==> src/rtl/tdm_demux_pkg.sv <==
package tdm_demux_pkg;
  localparam int ENT_W    = 5;
  localparam int ENC_MGMT = 16;
  localparam int ENC_DROP = 31;

  typedef enum logic {
    ST_SEARCH = 1'b0,
    ST_LOCKED = 1'b1
  } sync_state_t;
endpackage

==> src/rtl/tdm_frame_sync.sv <==
module tdm_frame_sync
  import tdm_demux_pkg::*;
#(
  parameter int NSLOTS      = 23,
  parameter int LOCK_FRAMES = 4,
  parameter int LOSS_ERRS   = 3,
  parameter int POS_W       = $clog2(NSLOTS + 1)
) (
  input  logic             clk,
  input  logic             rst_n,
  input  logic             rx_valid,
  input  logic             rx_bit,
  output logic             in_sync,
  output logic [POS_W-1:0] pos,
  output logic             frame_pulse
);
  localparam int FLEN = NSLOTS + 1;
  localparam int HW   = $clog2(LOCK_FRAMES + 1);
  localparam int EW   = $clog2(LOSS_ERRS + 1);

  sync_state_t      st_q, st_n;
  logic [POS_W-1:0] pos_q, pos_n;
  logic [HW-1:0]    hits_q, hits_n;
  logic [EW-1:0]    errs_q, errs_n;
  logic             ref_q, ref_n;
  logic             pulse_q, pulse_n;
  logic             at_fbit;

  assign at_fbit = (pos_q == '0);

  always_comb begin
    st_n    = st_q;
    pos_n   = pos_q;
    hits_n  = hits_q;
    errs_n  = errs_q;
    ref_n   = ref_q;
    pulse_n = 1'b0;
    if (rx_valid) begin
      pos_n = (pos_q == POS_W'(FLEN - 1)) ? '0 : pos_q + 1'b1;
      if (at_fbit) begin
        if (st_q == ST_SEARCH) begin
          if (hits_q == '0) begin
            ref_n  = rx_bit;
            hits_n = HW'(1);
          end else if (rx_bit != ref_q) begin
            ref_n = rx_bit;
            if (hits_q == HW'(LOCK_FRAMES - 1)) begin
              st_n   = ST_LOCKED;
              hits_n = '0;
              errs_n = '0;
            end else begin
              hits_n = hits_q + 1'b1;
            end
          end else begin
            pos_n  = pos_q;          // slip: candidate moves one bit later
            hits_n = '0;
          end
        end else begin
          pulse_n = 1'b1;
          ref_n   = ~ref_q;
          if (rx_bit == ~ref_q) begin
            errs_n = '0;
          end else if (errs_q == EW'(LOSS_ERRS - 1)) begin
            st_n   = ST_SEARCH;
            hits_n = '0;
          end else begin
            errs_n = errs_q + 1'b1;
          end
        end
      end
    end
  end

  always_ff @(posedge clk or negedge rst_n) begin
    if (!rst_n) begin
      st_q    <= ST_SEARCH;
      pos_q   <= '0;
      hits_q  <= '0;
      errs_q  <= '0;
      ref_q   <= 1'b0;
      pulse_q <= 1'b0;
    end else begin
      st_q    <= st_n;
      pos_q   <= pos_n;
      hits_q  <= hits_n;
      errs_q  <= errs_n;
      ref_q   <= ref_n;
      pulse_q <= pulse_n;
    end
  end

  assign in_sync     = (st_q == ST_LOCKED);
  assign pos         = pos_q;
  assign frame_pulse = pulse_q;

  // lock is only ever declared on a sampled frame-bit position
  p_lock_at_fbit_r1: assert property (@(posedge clk) disable iff (!rst_n)
    $rose(in_sync) |-> ($past(rx_valid) && $past(pos_q) == '0));
  // position frozen when no bit arrives
  p_pos_hold_r2: assert property (@(posedge clk) disable iff (!rst_n)
    !rx_valid |=> $stable(pos_q));
  // frame pulse only follows a frame bit taken while in sync
  p_pulse_locked_r2: assert property (@(posedge clk) disable iff (!rst_n)
    frame_pulse |-> ($past(in_sync) && $past(pos_q) == '0));
  // loss of lock only at a frame-bit position
  p_loss_at_fbit_r3: assert property (@(posedge clk) disable iff (!rst_n)
    $fell(in_sync) |-> ($past(rx_valid) && $past(pos_q) == '0));
endmodule

==> src/rtl/tdm_slot_table.sv <==
module tdm_slot_table
  import tdm_demux_pkg::*;
#(
  parameter int NSLOTS = 23,
  parameter int SLOT_W = $clog2(NSLOTS)
) (
  input  logic              clk,
  input  logic              rst_n,
  input  logic              wr_en,
  input  logic [SLOT_W-1:0] wr_slot,
  input  logic [ENT_W-1:0]  wr_entry,
  input  logic [SLOT_W-1:0] rd_slot,
  output logic [ENT_W-1:0]  rd_entry
);
  logic [ENT_W-1:0] ent_q [NSLOTS];

  generate
    for (genvar s = 0; s < NSLOTS; s++) begin : g_ent
      logic hit;
      assign hit = wr_en && (wr_slot == SLOT_W'(s));
      always_ff @(posedge clk or negedge rst_n) begin
        if (!rst_n)   ent_q[s] <= ENT_W'(ENC_DROP);
        else if (hit) ent_q[s] <= wr_entry;
      end
    end
  endgenerate

  assign rd_entry = (rd_slot < SLOT_W'(NSLOTS)) ? ent_q[rd_slot] : ENT_W'(ENC_DROP);
endmodule

==> src/rtl/tdm_port_fifo.sv <==
module tdm_port_fifo #(
  parameter int DEPTH = 4
) (
  input  logic clk,
  input  logic rst_n,
  input  logic wr_en,
  input  logic wr_bit,
  input  logic rd_tick,
  output logic txd,
  output logic ovf
);
  localparam int AW = $clog2(DEPTH);
  localparam int CW = $clog2(DEPTH + 1);

  logic [DEPTH-1:0] mem_q;
  logic [AW-1:0]    wp_q, wp_n, rp_q, rp_n;
  logic [CW-1:0]    cnt_q, cnt_n;
  logic             ovf_q, ovf_n;
  logic             full, empty, push, pop;

  assign full  = (cnt_q == CW'(DEPTH));
  assign empty = (cnt_q == '0);
  assign push  = wr_en && !full;
  assign pop   = rd_tick && !empty;

  always_comb begin
    wp_n  = wp_q;
    rp_n  = rp_q;
    cnt_n = cnt_q;
    ovf_n = ovf_q | (wr_en && full);
    if (push) wp_n = (wp_q == AW'(DEPTH - 1)) ? '0 : wp_q + 1'b1;
    if (pop)  rp_n = (rp_q == AW'(DEPTH - 1)) ? '0 : rp_q + 1'b1;
    if (push && !pop)      cnt_n = cnt_q + 1'b1;
    else if (pop && !push) cnt_n = cnt_q - 1'b1;
  end

  always_ff @(posedge clk or negedge rst_n) begin
    if (!rst_n) begin
      wp_q  <= '0;
      rp_q  <= '0;
      cnt_q <= '0;
      ovf_q <= 1'b0;
    end else begin
      wp_q  <= wp_n;
      rp_q  <= rp_n;
      cnt_q <= cnt_n;
      ovf_q <= ovf_n;
    end
  end

  always_ff @(posedge clk) begin
    if (push) mem_q[wp_q] <= wr_bit;
  end

  assign txd = empty ? 1'b1 : mem_q[rp_q];
  assign ovf = ovf_q;

  // a write into a full FIFO raises the sticky flag
  p_full_sets_flag_r8: assert property (@(posedge clk) disable iff (!rst_n)
    (wr_en && full) |=> ovf);
  // flag never clears outside reset
  p_flag_sticky_r8: assert property (@(posedge clk) disable iff (!rst_n)
    ovf |=> ovf);
  // occupancy stays within the storage
  p_count_bound_r4: assert property (@(posedge clk) disable iff (!rst_n)
    cnt_q <= CW'(DEPTH));
endmodule

==> src/rtl/tdm_frame_demux.sv <==
module tdm_frame_demux
  import tdm_demux_pkg::*;
#(
  parameter int NPORTS      = 16,
  parameter int NSLOTS      = 23,
  parameter int FIFO_DEPTH  = 4,
  parameter int LOCK_FRAMES = 4,
  parameter int LOSS_ERRS   = 3
) (
  input  logic                        clk,
  input  logic                        rst_n,
  input  logic                        rx_valid,
  input  logic                        rx_bit,
  input  logic                        tbl_wr_en,
  input  logic [$clog2(NSLOTS)-1:0]   tbl_wr_slot,
  input  logic [4:0]                  tbl_wr_entry,
  input  logic [NPORTS-1:0]           port_tick,
  output logic [NPORTS-1:0]           port_txd,
  output logic [NPORTS-1:0]           port_ovf,
  output logic                        mgmt_valid,
  output logic                        mgmt_bit,
  output logic                        in_sync,
  output logic                        frame_pulse
);
  localparam int SLOT_W = $clog2(NSLOTS);
  localparam int POS_W  = $clog2(NSLOTS + 1);

  logic [POS_W-1:0]  pos;
  logic [SLOT_W-1:0] slot_idx;
  logic [ENT_W-1:0]  entry;
  logic              data_slot;
  logic              mgmt_hit;
  logic [NPORTS-1:0] port_wr;
  logic              mv_q, mb_q;

  tdm_frame_sync #(
    .NSLOTS(NSLOTS), .LOCK_FRAMES(LOCK_FRAMES), .LOSS_ERRS(LOSS_ERRS), .POS_W(POS_W)
  ) u_sync (
    .clk(clk), .rst_n(rst_n), .rx_valid(rx_valid), .rx_bit(rx_bit),
    .in_sync(in_sync), .pos(pos), .frame_pulse(frame_pulse)
  );

  assign slot_idx = SLOT_W'(pos - 1'b1);

  tdm_slot_table #(.NSLOTS(NSLOTS), .SLOT_W(SLOT_W)) u_table (
    .clk(clk), .rst_n(rst_n), .wr_en(tbl_wr_en), .wr_slot(tbl_wr_slot),
    .wr_entry(tbl_wr_entry), .rd_slot(slot_idx), .rd_entry(entry)
  );

  assign data_slot = rx_valid && in_sync && (pos != '0);
  assign mgmt_hit  = data_slot && (entry == ENT_W'(ENC_MGMT));

  generate
    for (genvar p = 0; p < NPORTS; p++) begin : g_port
      assign port_wr[p] = data_slot && (entry == ENT_W'(p));
      tdm_port_fifo #(.DEPTH(FIFO_DEPTH)) u_fifo (
        .clk(clk), .rst_n(rst_n), .wr_en(port_wr[p]), .wr_bit(rx_bit),
        .rd_tick(port_tick[p]), .txd(port_txd[p]), .ovf(port_ovf[p])
      );
    end
  endgenerate

  always_ff @(posedge clk or negedge rst_n) begin
    if (!rst_n) begin
      mv_q <= 1'b0;
      mb_q <= 1'b0;
    end else begin
      mv_q <= mgmt_hit;
      if (mgmt_hit) mb_q <= rx_bit;
    end
  end

  assign mgmt_valid = mv_q;
  assign mgmt_bit   = mb_q;

  // at most one destination per received bit
  p_one_dest_r4: assert property (@(posedge clk) disable iff (!rst_n)
    $onehot0({mgmt_hit, port_wr}));
  // search state writes nowhere
  p_search_quiet_r7: assert property (@(posedge clk) disable iff (!rst_n)
    !in_sync |-> (port_wr == '0));
  // management bit only follows a bit taken while in sync
  p_mgmt_locked_r5: assert property (@(posedge clk) disable iff (!rst_n)
    mgmt_valid |-> ($past(in_sync) && $past(rx_valid)));
endmodule

==> config.mk <==
export PLATFORM = sky130hd
export DESIGN_NAME = tdm_frame_demux
export DESIGN_NICKNAME = d
export VERILOG_FILES = /design/src/rtl/tdm_demux_pkg.sv /design/src/rtl/tdm_frame_sync.sv /design/src/rtl/tdm_slot_table.sv /design/src/rtl/tdm_port_fifo.sv /design/src/rtl/tdm_frame_demux.sv
export SDC_FILE = /design/constraint.sdc
export NUM_CORES = 1
export LEC_CHECK = 0
export BUFFER_PORTS_ARGS = -buffer_cell sky130_fd_sc_hd__clkbuf_2
export CAP_MARGIN = 40
export CELL_PAD_IN_SITES_DETAIL_PLACEMENT = 0
export CELL_PAD_IN_SITES_GLOBAL_PLACEMENT = 1
export CORE_ASPECT_RATIO = 0.6
export CORE_MARGIN = 5
export CORE_UTILIZATION = 31
export DETAILED_ROUTE_END_ITERATION = 12
export MAX_ROUTING_LAYER = met4
export PLACE_DENSITY = 0.61
export SLEW_MARGIN = 0
export SYNTH_ARGS = -nofsm -noshare
export SYNTH_HDL_FRONTEND = slang
export SYNTH_SLANG_ARGS = --single-unit
==> constraint.sdc <==
create_clock -name clk -period 14 [get_ports clk]
set_input_delay 0.7 -clock clk [delete_from_list [all_inputs] [get_ports clk]]
set_output_delay 0.7 -clock clk [all_outputs]
set_load 0.02 [all_outputs]
# --- After elaboration in Yosys (flattened, before gate mapping) ---
# Index checks and enable logic that the tools add are counted.
# Widths: inputs -> output; s select.
word_totals:
  ff_bits: 322
  inputBits: 31
  elab_cells: 783
  output_inout_bits: 36
classes:
  n_mux: 193
  n_eq_ne: 96
  n_reduce_logical: 247
  n_addsub: 68
  bitwise: 18
  order_cmp: 50
ops:
  columns: ["cell", "count"]
  rows:
  - ["$logic_and 1x1->1", 138]
  - ["$mux 3", 38]
  - ["$lt 2x3->1 const B", 32]
  - ["$eq 5x4->1 const B", 16]
  - ["$mux 2", 38]
  - ["$add 2x1->2 const B", 33]
  - ["$eq 2x2->1 const B", 33]
  - ["$bwmux 4", 16]
  - ["$logic_not 1->1", 64]
  - ["$mux 1", 60]
  - ["$add 3x1->3 const B", 17]
  - ["$logic_not 3->1", 17]
  - ["$eq 3x3->1 const B", 16]
  - ["$sub 3x1->3 const B", 16]
  - ["$eq 5x5->1 const B", 9]
  - ["$eq 5x3->1 const B", 8]
  - ["$mux 5", 8]
  - ["$reduce_bool 2->1", 18]
  - ["$bmux 1 s2", 16]
  - ["$demux 1 s2", 16]
  - ["$ge 2x1->1 const B", 16]
  - ["$bmux 5 s5", 1]
  - ["$eq 5x2->1 const B", 4]
  - ["$or 1x1->1", 16]
  - ["21 further kinds", 26]

# --- Depth between registers and ports, before layout ---
# Gate-level depths: netlist of the first run.
logic_depth:
  word_depth: 13
  depth_mapped: 24
  depth_no_buf: 15

# --- Cells and area by module ---
# A second synthesis of the first run with hierarchy kept.
hier_totals:
  cells_unflattened: 1188
  hier_area_um2: 16977.5
by_module_without_submodules:
  columns: ["mod", "instances", "seq_area_each_um2", "area_per_inst_um2", "cells_per_inst"]
  rows:
  - ["tdm_port_fifo at g_port[0].u_fifo ...", 15, 320.3, 643.1, 44]
  - ["tdm_slot_table", 1, 3021.6, 5649.2, 367]
  - ["tdm_frame_sync", 1, 325.3, 734.5, 73]
  - ["tdm_port_fifo at g_port[9].u_fifo", 1, 320.3, 644.4, 44]
  - ["tdm_frame_demux", 1, 50.0, 302.8, 44]

# --- Worst setup path before layout of the first run ---
# No wires, ideal clock.
synth_timing:
  path_type: "register to register"
  from: "reg u_sync.pos_q[0], in the netlist u_sync.pos[0]"
  to: "reg g_port[1].u_fifo.cnt_q[2]"
  slack_ns: 9.340
  setup_ns: 0.079
  path_stages_with_launch: 24
  synth_period_minus_slack_ns: 4.660
  arrival_ns: 4.581
  required_ns: 13.921
  n_path_buf: 9
  cell_sequence: "dfrtp_1 > buf_6 > buf_6 > buf_6 > buf_6 > buf_2 > inv_1 > ha_1 > buf_2 > buf_2 > clkbuf_1 > mux4_2 > nand2b_1 > a211o_1 > a21boi_1 > buf_4 > nand4b_2 > inv_1 > ha_1 > inv_1 > fa_1 > xor2_1 > nor2_1 > xor2_1"
synth_via:
  elab_chain_len: 12
  elab_cells_between_ends: 17
  cone_classes: "add/sub (1); order compare (1); eq/ne (1); mux (5); bitwise (1); reduce/logical (8)"
synth_lines:
  columns: ["element", "line_no", "rtl"]
  rows:
  - ["from (decl)", "tdm_frame_sync.sv:22", "logic [POS_W-1:0] pos_q, pos_n;"]
  - ["from (signal assigned)", "tdm_frame_sync.sv:84", "pos_q <= pos_n;"]
  - ["$sub 5x1->5", "tdm_frame_demux.sv:43", "assign slot_idx = SLOT_W'(pos - 1'b1);"]
  - ["$not 5->6 (implied by the code)", "tdm_slot_table.sv:28", "assign rd_entry = (rd_slot < SLOT_W'(NSLOTS)) ? ent_q[rd_slot] : ENT_W'(ENC_DROP);"]
  - ["$bmux 5 s5", "tdm_slot_table.sv:28", null]
  - ["$mux 5 (implied by the code) (2 in series)", "tdm_slot_table.sv:28", null]
  - ["$mux 5", "tdm_slot_table.sv:28", null]
  - ["$eq 5x1->1", "tdm_frame_demux.sv:55", "assign port_wr[p] = data_slot && (entry == ENT_W'(p));"]
  - ["$logic_and 1x1->1 (*)", "tdm_frame_demux.sv:55", null]
  - ["$logic_and 1x1->1 (*)", "tdm_port_fifo.sv:23", "assign push = wr_en && !full;"]
  - ["named net g_port[1].u_fifo.push", "tdm_port_fifo.sv:19", "logic full, empty, push, pop;"]
  - ["$logic_not 1->1", "tdm_port_fifo.sv:34", "else if (pop && !push) cnt_n = cnt_q - 1'b1;"]
  - ["$logic_and 1x1->1", "tdm_port_fifo.sv:34", null]
  - ["$reduce_bool 2->1 (no source line)", null, null]
  - ["to (signal assigned)", "tdm_port_fifo.sv:46", "cnt_q <= cnt_n;"]
  - ["to (decl)", "tdm_port_fifo.sv:17", "logic [CW-1:0] cnt_q, cnt_n;"]
# Mark *: on every way through the listed nets, which the timed path passes. The rest lies on a longest branch. The select of a mux whose other input is x is not followed.
# A chain may end at the register's enable or synchronous reset.

# --- Worst setup path after layout of the first run ---
layout_timing:
  from: "reg u_sync.pos_q[0], in the netlist u_sync.pos[0]"
  to: "reg g_port[0].u_fifo.cnt_q[2]"
layout_via:
  elab_chain_len: 12
  elab_cells_between_ends: 17
  cone_classes: "add/sub (1); order compare (1); mux (5); bitwise (1); reduce/logical (9)"
layout_lines:
  columns: ["element", "line_no"]
  rows:
  - ["$sub 5x1->5", "tdm_frame_demux.sv:43"]
  - ["$not 5->6 (implied by the code)", "tdm_slot_table.sv:28"]
  - ["$bmux 5 s5", "tdm_slot_table.sv:28"]
  - ["$mux 5 (implied by the code) (2 in series)", "tdm_slot_table.sv:28"]
  - ["$mux 5", "tdm_slot_table.sv:28"]
  - ["$logic_not 5->1", "tdm_frame_demux.sv:55"]
  - ["$logic_and 1x1->1 (*)", "tdm_frame_demux.sv:55"]
  - ["$logic_and 1x1->1 (*)", "tdm_port_fifo.sv:23"]
  - ["$logic_not 1->1", "tdm_port_fifo.sv:34"]
  - ["$logic_and 1x1->1", "tdm_port_fifo.sv:34"]
  - ["$reduce_bool 2->1 (no source line)", null]
  - ["to (signal assigned)", "tdm_port_fifo.sv:46"]
  - ["to (decl)", "tdm_port_fifo.sv:17"]
# Every way passes the cells marked *; elsewhere a longest branch is shown, timed or not. The select of a mux whose other input is x is not followed.

==> reports/metrics.yaml, run 1 <==
cp-endpoint: "g_port[0].u_fifo.cnt_q[2]"
fin_crit_sh: 0.4083
crit_chain: "buf_4 > inv_1 > ha_1 > buf_4 > mux4_2 > nor2_1 > nor4_1 > or4_1 > nor3_4 > and4b_1 > ha_1 > inv_1 > fa_1 > xor2_1 > nor2_1 > xor2_1"
netlist_area_um2: 17110
routed_wirelength_um: 36460
place_area_um2: 18030
setup_viol: 0
cp_slowest_cell: "ha_1"
vias: 9912
critical_path_depth: 16
io_pins: 67
async_flop_share: 0.8012
ctsHoldBuffers: 0
worstSetupStartpoint: "u_sync.pos[0]"
grt_start_max_net_pins: 116
dr.pass1.iters: 5
cts_buffer_depth: 3
worstMarginPinSlew_ps: 979.2
fin_tns_setup_ps: 0
gr-usage-all-layers: 0.1279
gp_congestion: 0.7527
drt-initial-drc-count: 506
maxCapViolations: 0
std_cell_rows: 66
grt_pass1_wl_um: 59280
drc: 0
yosys_warnings: 0
ant_nets: 0
clkTransAtPathRegs_ps: 70
critPathCaptureType: "register"
fin_area_um2: 19130
postSynthCellCount: 1343
numClockSinks: 322
outcome: "complete, no violations"
insertion_delay_ps: 520
postCtsResizedCells: 0
avgSynthCellArea_um2: 12.74
fin_cells: 2127
die_area_um2: 60130
antenna_found_initial: 2
synth_top_area_cell: "dfrtp_1"
grt_pass1_vias: 10190
hold_slack_ps: 192.7
nNetsFinal: 1535
rsz0062_at_grt: "false"
cts-root-buf: "clkbuf_16"
post_cts_buffers: 0
worstSetupStartpointType: "register"
regToRegEndpoint: "g_port[0].u_fifo.cnt_q[2]"
timing.rr.start: "u_sync.pos[0]"
cp.required_ps: 14450
synth.most_common_cell: "mux2_2"
power_leakage_uw: 0.008171
core-area_um2: 54420
synthTopCellsByCount: "mux2_2, dfrtp_1, dfstp_2, inv_1, ha_1"
clock.fmax_mhz: 175.0
ff2ff_path_depth: 16
synth_flop_cell: "dfrtp_1"
cts_made_buffers: 34
relSlewSlack: 0.3472
htree_levels: 2
period_needed_ps: 5716
die_h_um: 192.0
hpwlAfterDp_um: 26240
p_per_area_nw_per_um2: 197.6
r2r_setup_slack_ps: 8280
hold_path_class: "input port to asynchronous set/reset pin"
synth_cell_type_count: 76
placed_cells: 2065
io_buffers: 66
arrival_ps: 6160
cp_max_fo: 53
path_class: "register to register"
drive_gt1_frac: 0.3598
clock-skew-final_ps: 19.59
synth_fp_nets: 1491
path_delay_family: "simple AND/OR/NAND/NOR gates"
avgRoutedWirePerCell_um: 17.14
synth_edf_count: 64
synth_top_area_frac: 0.2092
hold_viol: 0
ys_seq_area_frac: 0.4982
start_util: 0.3143
die_w_um: 313.3
fillers: 5290
crit_buf_inv: 4
worst_path_largest_cell_delay_ps: 840
grt_overflow: 0
viasPerCell: 4.660
tritoncts: "built"
netlist_top_cells_area: "dfrtp_1, dfstp_2, mux2_2, edfxtp_1, ha_1"
syn_to_final_growth_pct: 11.83
synth-seq-cells: 322
ir_drop_mv: 0.1102
utilization: 0.3515
maxSlewViolCount: 0
[placed cells by master, fill, tap and decap left out, types with 23 or more instances in the layout]
| cell | netlist | routed |
|---|---|---|
| xor2_1 | 35 | 35 |
| nand2b_1 | 23 | 23 |
| dfstp_2 | 115 | 115 |
| clkbuf_16 | 0 | 36 |
| nand2_1 | 48 | 48 |
| clkbuf_2 | 0 | 65 |
| and2_1 | 23 | 23 |
| dfrtp_1 | 143 | 142 |
| edfxtp_1 | 64 | 64 |
| mux4_2 | 40 | 40 |
| mux2_2 | 176 | 176 |
| nor3_1 | 46 | 46 |
| nor2_1 | 99 | 99 |
| inv_1 | 115 | 115 |
| ha_1 | 101 | 101 |
[layer usage]
metal  wire length (um)  track usage  up-vias  part of all wire
li1                   -            -     4755                 -
met3               1527      0.02437       40             0.042
met5                  0            -        -                 0
met4                499      0.02022        0             0.014
met1              19830       0.1996     5001              0.54
met2              14600       0.1733      116              0.40
[cells by family (layout without fill, tap and decap cells)]
| family | Yosys count | in the layout | synth area share |
|---|---|---|---|
| xor gates and xnor gates | 55 | 55 | 0.02860 |
| DFF | 322 | 322 | 0.4982 |
| muxes | 233 | 233 | 0.1789 |
| buffers and inverters | 186 | 255 | 0.05150 |
| AOI/OAI and AO/OA | 94 | 94 | 0.04221 |
| and+or+nand+nor | 336 | 336 | 0.1080 |
| adders and majority gates | 117 | 117 | 0.09260 |
| other | 0 | 1 | 0 |
[sequential cells by signal, indices dropped and copies added, names as in the netlist]
signal	cells
mgmt_bit	1
u_sync.hits_q	3
u_sync.frame_pulse	1
u_sync.pos	5
u_sync.in_sync	1
g_port.u_fifo.rp_q	32
u_sync.errs_q	2
g_port.u_fifo.cnt_q	48
g_port.u_fifo.wp_q	32
u_table.ent_q	115
u_sync.ref_q	1
g_port.u_fifo.ovf	16
mgmt_valid	1
g_port.u_fifo.mem_q	64
[power by group]
group,leakage (uW),switching (uW),internal [uW],total (uW)
Sequential,0.00357,234,1220,1450
Clock,0.000541,380,516,896
Combinational,0.00406,799,629,1430
Total,0.00817,1410,2370,3780
[worst min path at each step]
stage | startpoint | to | slack (ps) | cells after the start
6_report | rst_n | g_port[0].u_fifo.wp_q[1] | 190 | 1
2_1_floorplan | rst_n | g_port[0].u_fifo.cnt_q[0] | 400 | 0
5_1_grt | rst_n | g_port[0].u_fifo.wp_q[1] | 280 | 1
3_3_place_gp | g_port[14].u_fifo.ovf | g_port[14].u_fifo.ovf | 460 | 2
3_5_place_dp | g_port[11].u_fifo.ovf | g_port[11].u_fifo.ovf | 470 | 1
4_1_cts | rst_n | g_port[12].u_fifo.cnt_q[2] | 280 | 1
[stage by stage]
step	setup slack (ps)	total power, uW
final	8284	3780
after global routing	7815	4058
after CTS	8231	3835
after detailed placement	8230	2914
after global placement	8357	2871
after floorplan	9340	2523
[layout make-up]
class	instances	area, um2	area share
Inverter	115	431.7	0.02257
Tap cell	714	893.4	0.04670
Antenna cell	1	2.502	0.0001308
Clock buffer	53	1045	0.05462
Timing Repair Buffer	79	479.2	0.02505
Multi-Input combinational cell	835	7702	0.4027
Sequential cell	322	8523	0.4456
Clock inverter	8	51.30	0.002682
[worst reg2reg max path, delay by kind of cell (launching register included)]
kind,cells,cell delay [ps]
AND/OR/NAND/NOR,6,1950
XOR/XNOR,2,300
adder cells (fa/ha/maj),3,1450
flip-flops,1,340
multiplexers,1,340
buffers and inverters,4,1290
Note: power is estimated with default switching activity, not from simulation.
==> inputs of run 2 (changes only) <==
==> constraint.sdc (replaced) <==
create_clock -name clk -period 6 [get_ports clk]
set_input_delay 0.3 -clock clk [delete_from_list [all_inputs] [get_ports clk]]
set_output_delay 0.3 -clock clk [all_outputs]
set_load 0.02 [all_outputs]
==> reports/metrics.yaml, run 2 (synthesis results as in run 1) <==
outcome: "complete, no violations"
power_leakage_uw: 0.008150  # -0.25%
hold_viol: 0  # unchanged
p_sw_uw: 3244  # +130%
fin_tns_setup_ps: 0  # unchanged
timing.rr.start: "u_sync.pos[1]"
insertion_delay_ps: 570  # +50 ps
fin_crit_sh: 0.8744  # +0.4661
period_needed_ps: 5246  # -469.6 ps
die_area_um2: 60130  # unchanged
grt_overflow: 0  # unchanged
busiest_layer: "met1"
maxCapViolations: 0  # unchanged
r2r_setup_slack_ps: 750  # -7530 ps
final_cell_mix: "mux2_2, dfrtp_1, inv_1, dfstp_2, ha_1"
reg_top3: "u_table.ent_q x115, g_port.u_fifo.mem_q x64, g_port.u_fifo.cnt_q x48"
p_comb_frac: 0.381  # +0.003
viasPerCell: 4.679  # +0.40%
cts-root-buf: "clkbuf_16"
arrival_ps: 5740  # -420 ps
worstMarginPinSlew_ps: 859.1  # -120.1 ps
grt_pass1_vias: 10110  # -0.80%
cp_max_fo: 15  # -72%
worstSetupStartpointType: "register"
clock.fmax_mhz: 190.6  # +9.0%
core-area_um2: 54420  # unchanged
regToRegEndpoint: "g_port[11].u_fifo.cnt_q[2]"
p_per_area_nw_per_um2: 457.3  # +130%
final_common_cell: "mux2_2"
grt_pass1_wl_um: 58860  # -0.71%
cp.required_ps: 6490  # -7960 ps
fin_cells: 2125  # -0.094%
diodes: 0  # -1
rsz0062_at_grt: "false"
postCtsResizedCells: 0  # unchanged
cts_made_buffers: 31  # -8.8%
clock-skew-final_ps: 10.58  # -9.009 ps
clkTransAtPathRegs_ps: 60  # about the same
dr.pass1.iters: 5  # unchanged
worstSetupStartpoint: "u_sync.pos[1]"
io_pins: 67  # unchanged
fillers: 5329  # +0.74%
grt_start_max_net_pins: 111  # -4.3%
path_class: "register to register"
seqPwrFrac: 0.389  # +0.004
largest_register: "u_table.ent_q"
hold_path_class: "input port to register"
avgRoutedWirePerCell_um: 17.22  # +0.45%
nNetsFinal: 1535  # unchanged
hpwlAfterDp_um: 26300  # +0.27%
vias: 9942  # +0.30%
std_cell_rows: 66  # unchanged
start_util: 0.3143  # unchanged
grtUsageMet3: 0.02146  # -0.002912
cts_buffer_depth: 3  # unchanged
drt-initial-drc-count: 588  # +16%
largest_reg_flops: 115  # unchanged
maxSlewViolCount: 0  # unchanged
die_w_um: 313.3  # unchanged
htree_levels: 1  # -1
syn_to_final_growth_pct: 11.42
antenna_found_initial: 1  # -1
relSlewSlack: 0.4260  # +0.07883
gr-usage-all-layers: 0.1264  # -0.001453
drive_gt1_frac: 0.3579  # -0.001871
numClockSinks: 322  # unchanged
placed_cells: 2067  # +0.097%
grtUsageMet1: 0.1993  # -0.0002999
post_cts_buffers: 0  # unchanged
gp_congestion: 0.7572  # +0.60%
ff2ff_path_depth: 16  # unchanged
critPathCaptureType: "register"
p_int_uw: 5471  # +130%
ir_drop_mv: 0.2549  # +130%
drc: 0  # unchanged
die_h_um: 192.0  # unchanged
use_met2: 0.1703  # -0.003032
io_buffers: 66  # unchanged
switching_share: 0.3722  # -0.001839
tritoncts: "built"
routed_wirelength_um: 36590  # +0.36%
ant_nets: 0  # unchanged
clkPwrFrac: 0.229  # -0.008
cp-endpoint: "g_port[11].u_fifo.cnt_q[2]"
setup_viol: 0  # unchanged
-- run 2: cell types whose count changed in the layout (fill, tap and decap cells not counted), moves of 2 or more --
| cell | change |
|---|---|
| clkbuf_16 | -4 |
| clkinv_1 | +3 |
| buf_2 | +2 |
| bufinv_16 | +2 |
| clkbuf_1 | -2 |
| clkinv_2 | +2 |
-- run 2: area by class of cell --
type | instances | area (um2) | share of cell area
flip-flops and latches | 322 | 8523 | 0.4472
multi-input cells | 835 | 7702 | 0.4041
clock buffers | 46 | 923.4 | 0.04845
well taps | 714 | 893.4 | 0.04687
repair buffers | 82 | 483.0 | 0.02534
inverters | 115 | 431.7 | 0.02265
clock inverters | 11 | 101.3 | 0.005318
-- run 2: how the worst min path moves through the flow --
stage	end	slack, ps	cells after the start	start
after detailed placement	g_port[0].u_fifo.rp_q[1]	440	1	rst_n
final	g_port[2].u_fifo.rp_q[0]	110	3	port_tick[2]
after floorplan	g_port[0].u_fifo.cnt_q[0]	4	0	rst_n
after global placement	g_port[12].u_fifo.wp_q[1]	440	1	rst_n
after global routing	u_sync.pos[4]	100	3	rx_valid
after CTS	u_sync.pos[3]	70	4	rx_valid
-- run 2: critical path, stage by stage, from the launching register on --
cell and delay, ps:
dfrtp_1 650, inv_1 90, ha_1 650, buf_8 220, mux4_2 300, mux2i_1 150
a21oi_1 110, or4_1 660, a21oi_2 670, nand4_1 450, inv_1 140, ha_1 180
inv_1 60, fa_1 380, xor2_1 150, nor2_1 110, xor2_1 170
-- run 2: power groups by stage --
stage	registers, uW	logic, uW	clock network [uW]
4_1_cts	3400	3370	2080
6_report	3390	3320	2000
3_5_place_dp	3430	3360	0
2_1_floorplan	3250	2640	0
5_1_grt	3500	3690	2170
3_3_place_gp	3410	3270	0
-- run 2: routing by layer --
layer	routed length, um	part of all wire	vias up
li1	-	-	4742
met1	19830	0.54	5036
met2	14710	0.40	118
met3	1437	0.039	46
met4	605	0.017	0
met5	0	0	-
-- run 2: per-stage QoR --
stage | setup slack [ps] | util | area, um2 | total power (uW) | hold WS, ps
after floorplan | 1340 | - | 17110 | 5888 | 4.409
after global placement | 720.5 | 0.3300 | 17960 | 6688 | 438.6
after detailed placement | 833.2 | 0.3312 | 18020 | 6789 | 436.1
after CTS | 770.2 | 0.3502 | 19060 | 8848 | 71.79
after global routing | 394.8 | 0.3502 | 19060 | 9348 | 96.37
final | 753.7 | 0.3502 | 19060 | 8715 | 109.9
-- run 2: what timing repair did --
item / in CTS / in global routing
hold endpoints to repair: 47 / 0
endpoints found under the setup margin: 0 / 0
hold buffers: 1 / 0
==> inputs of run 3 (changes only) <==
--- a/config.mk
+++ b/config.mk
@@ -5,16 +5,18 @@
 export SDC_FILE = /design/constraint.sdc
 export NUM_CORES = 1
 export LEC_CHECK = 0
+export ABC_CLOCK_PERIOD_IN_PS = 6000
 export BUFFER_PORTS_ARGS = -buffer_cell sky130_fd_sc_hd__clkbuf_2
 export CAP_MARGIN = 40
 export CELL_PAD_IN_SITES_DETAIL_PLACEMENT = 0
 export CELL_PAD_IN_SITES_GLOBAL_PLACEMENT = 1
 export CORE_ASPECT_RATIO = 0.6
 export CORE_MARGIN = 5
-export CORE_UTILIZATION = 31
+export CORE_UTILIZATION = 45
 export DETAILED_ROUTE_END_ITERATION = 12
 export MAX_ROUTING_LAYER = met4
-export PLACE_DENSITY = 0.61
+export PLACE_DENSITY = 0.79
+export SETUP_SLACK_MARGIN = 0.15
 export SLEW_MARGIN = 0
 export SYNTH_ARGS = -nofsm -noshare
 export SYNTH_HDL_FRONTEND = slang
==> reports/metrics.yaml, run 3 (synthesis results as in run 1) <==
worstSetupStartpointType: "register"
cp_common_cell: "inv_1"
reg_top3: "u_table.ent_q x115, g_port.u_fifo.mem_q x64, g_port.u_fifo.cnt_q x48"
routed_wirelength_um: 33950  # -7.2%
hpwlAfterDp_um: 24040  # -8.6%
ir_drop_mv: 0.2347  # -7.9%
tritoncts: "built"
vias: 9983  # +0.41%
critPathCaptureType: "register"
maxCapViolations: 0  # unchanged
arrival_ps: 5470  # -270 ps
drt-initial-drc-count: 715  # +22%
cp.required_ps: 6480  # about the same
avgRoutedWirePerCell_um: 17.70  # +2.8%
power_leakage_uw: 0.008090  # -0.74%
gp_congestion: 0.8276  # +9.3%
io_buffers: 66  # unchanged
worstMarginPinSlew_ps: 901.3  # +42.19 ps
fin_crit_sh: 0.8312  # -0.04314
setup_viol: 0  # unchanged
cp_slowest_cell: "ha_1"
clock.fmax_mhz: 200.5  # +5.2%
placed_cells: 1860  # -10%
io_pins: 67  # unchanged
largest_register: "u_table.ent_q"
maxSlewViolCount: 0  # unchanged
htree_levels: 1  # unchanged
viasPerCell: 5.205  # +11%
nNetsFinal: 1529  # -0.39%
largest_reg_flops: 115  # unchanged
grt_pass1_vias: 10090  # -0.21%
relSlewSlack: 0.3991  # -0.02689
fin_tns_setup_ps: 0  # unchanged
hold_path_class: "input port to register"
grt_overflow: 0  # unchanged
fillers: 3308  # -38%
gr-usage-all-layers: 0.1684  # +0.04201
clock-skew-final_ps: 17.64  # +7.063 ps
worst_path_largest_cell_delay_ps: 680  # about the same
core-area_um2: 37640  # -31%
ant_nets: 0  # unchanged
rsz0062_at_grt: "false"
dr.pass1.iters: 6  # +1
cp_max_fo: 23  # +8
final_cell_mix: "mux2_2, dfrtp_1, inv_1, dfstp_2, ha_1"
grt_start_max_net_pins: 149  # +34%
post_cts_buffers: 0  # unchanged
numClockSinks: 322  # unchanged
fin_cells: 1918  # -9.7%
antenna_found_initial: 0  # -1
path_delay_family: "simple AND/OR/NAND/NOR gates"
hold_slack_ps: 115.3  # +5.428 ps
crit_buf_inv: 4  # unchanged
grt_pass1_wl_um: 55770  # -5.3%
die_w_um: 261.7  # -16%
syn_to_final_growth_pct: 9.282
final_common_cell: "mux2_2"
drive_gt1_frac: 0.3544  # -0.003454
drc: 0  # unchanged
diodes: 0  # unchanged
cts_made_buffers: 30  # -3.2%
die_h_um: 161.0  # -16%
std_cell_rows: 55  # -17%
period_needed_ps: 4987  # -258.8 ps
path_class: "register to register"
die_area_um2: 42140  # -30%
start_util: 0.4544  # +0.1401
crit_chain: "inv_1 > ha_1 > buf_12 > mux4_2 > nor2_1 > nor4_1 > or4_1 > a21oi_2 > nand4b_2 > inv_1 > ha_1 > inv_1 > fa_1 > xor2_1 > nor2_1 > xor2_1"
cts-root-buf: "clkbuf_16"
cts_buffer_depth: 3  # unchanged
insertion_delay_ps: 560  # about the same
hold_viol: 0  # unchanged
clkTransAtPathRegs_ps: 70  # about the same
p_per_area_nw_per_um2: 456.7  # -0.13%
outcome: "complete, no violations"
[run 3: path summary, 6_finish.rpt]
check | startpoint | to | slack (ps) | depth (start not counted)
setup reg to reg | u_sync.pos[1] | g_port[10].u_fifo.cnt_q[2] | 1010 | 16
min in group asynchronous | rst_n | u_sync.hits_q[0] | 400 | 2
hold reg to reg | g_port[15].u_fifo.ovf | g_port[15].u_fifo.ovf | 480 | 1
max in group asynchronous | rst_n | g_port[5].u_fifo.cnt_q[1] | 4280 | 3
setup / recovery | u_sync.pos[1] | g_port[10].u_fifo.cnt_q[2] | 1010 | 16
hold / removal | port_tick[5] | g_port[5].u_fifo.rp_q[0] | 120 | 3
[run 3: repair_timing]
| action | 4_1_cts | 5_1_grt |
|---|---|---|
| hold endpoints to repair | 108 | 0 |
| hold buffers | 1 | 0 |
| gates resized for setup | 0 | 0 |
[run 3: stage by stage]
stage	util	instance area [um2]	power, uW	setup slack (ps)
finish	0.4966	18690	8537	1013
global route	0.4966	18690	9120	679.0
CTS	0.4965	18690	8620	1028
detailed placement	0.4709	17730	6695	1083
global placement	0.4707	17720	6592	1103
floorplan	-	17110	5888	1340
[run 3: area by class of cell]
cell class                      instances  area, um2  share of cell area
Clock buffer                           44      864.6             0.04625
Clock inverter                         12      86.33            0.004618
Inverter                              115      431.7             0.02309
Multi-Input combinational cell        835       7702              0.4120
Sequential cell                       322       8523              0.4560
Tap cell                              513      641.9             0.03434
Timing Repair Buffer                   77      442.9             0.02369
[run 3: worst reg2reg max path: cells and delay by family, from the launching register on]
family	cells	cell delay (ps)
adder cells (fa/ha/maj)	3	1250
AND/OR/NAND/NOR	5	1290
XOR/XNOR	2	330
multiplexers	1	310
buffers and inverters	4	540
AO/OA/AOI/OAI	1	540
flip-flops	1	630
[run 3: routing by layer]
metal,global-route usage,vias to the layer above,share of wire
li1,-,4718,-
met1,0.2591,5035,0.51
met2,0.2373,184,0.42
met3,0.03000,46,0.046
met4,0.02912,0,0.018
met5,-,-,0
[run 3: where the power goes]
group | internal, uW | leakage [uW] | switching (uW) | total, uW
registers | 2850 | 0.00357 | 548 | 3400
logic | 1480 | 0.00405 | 1780 | 3270
clock network | 1040 | 0.000474 | 834 | 1880
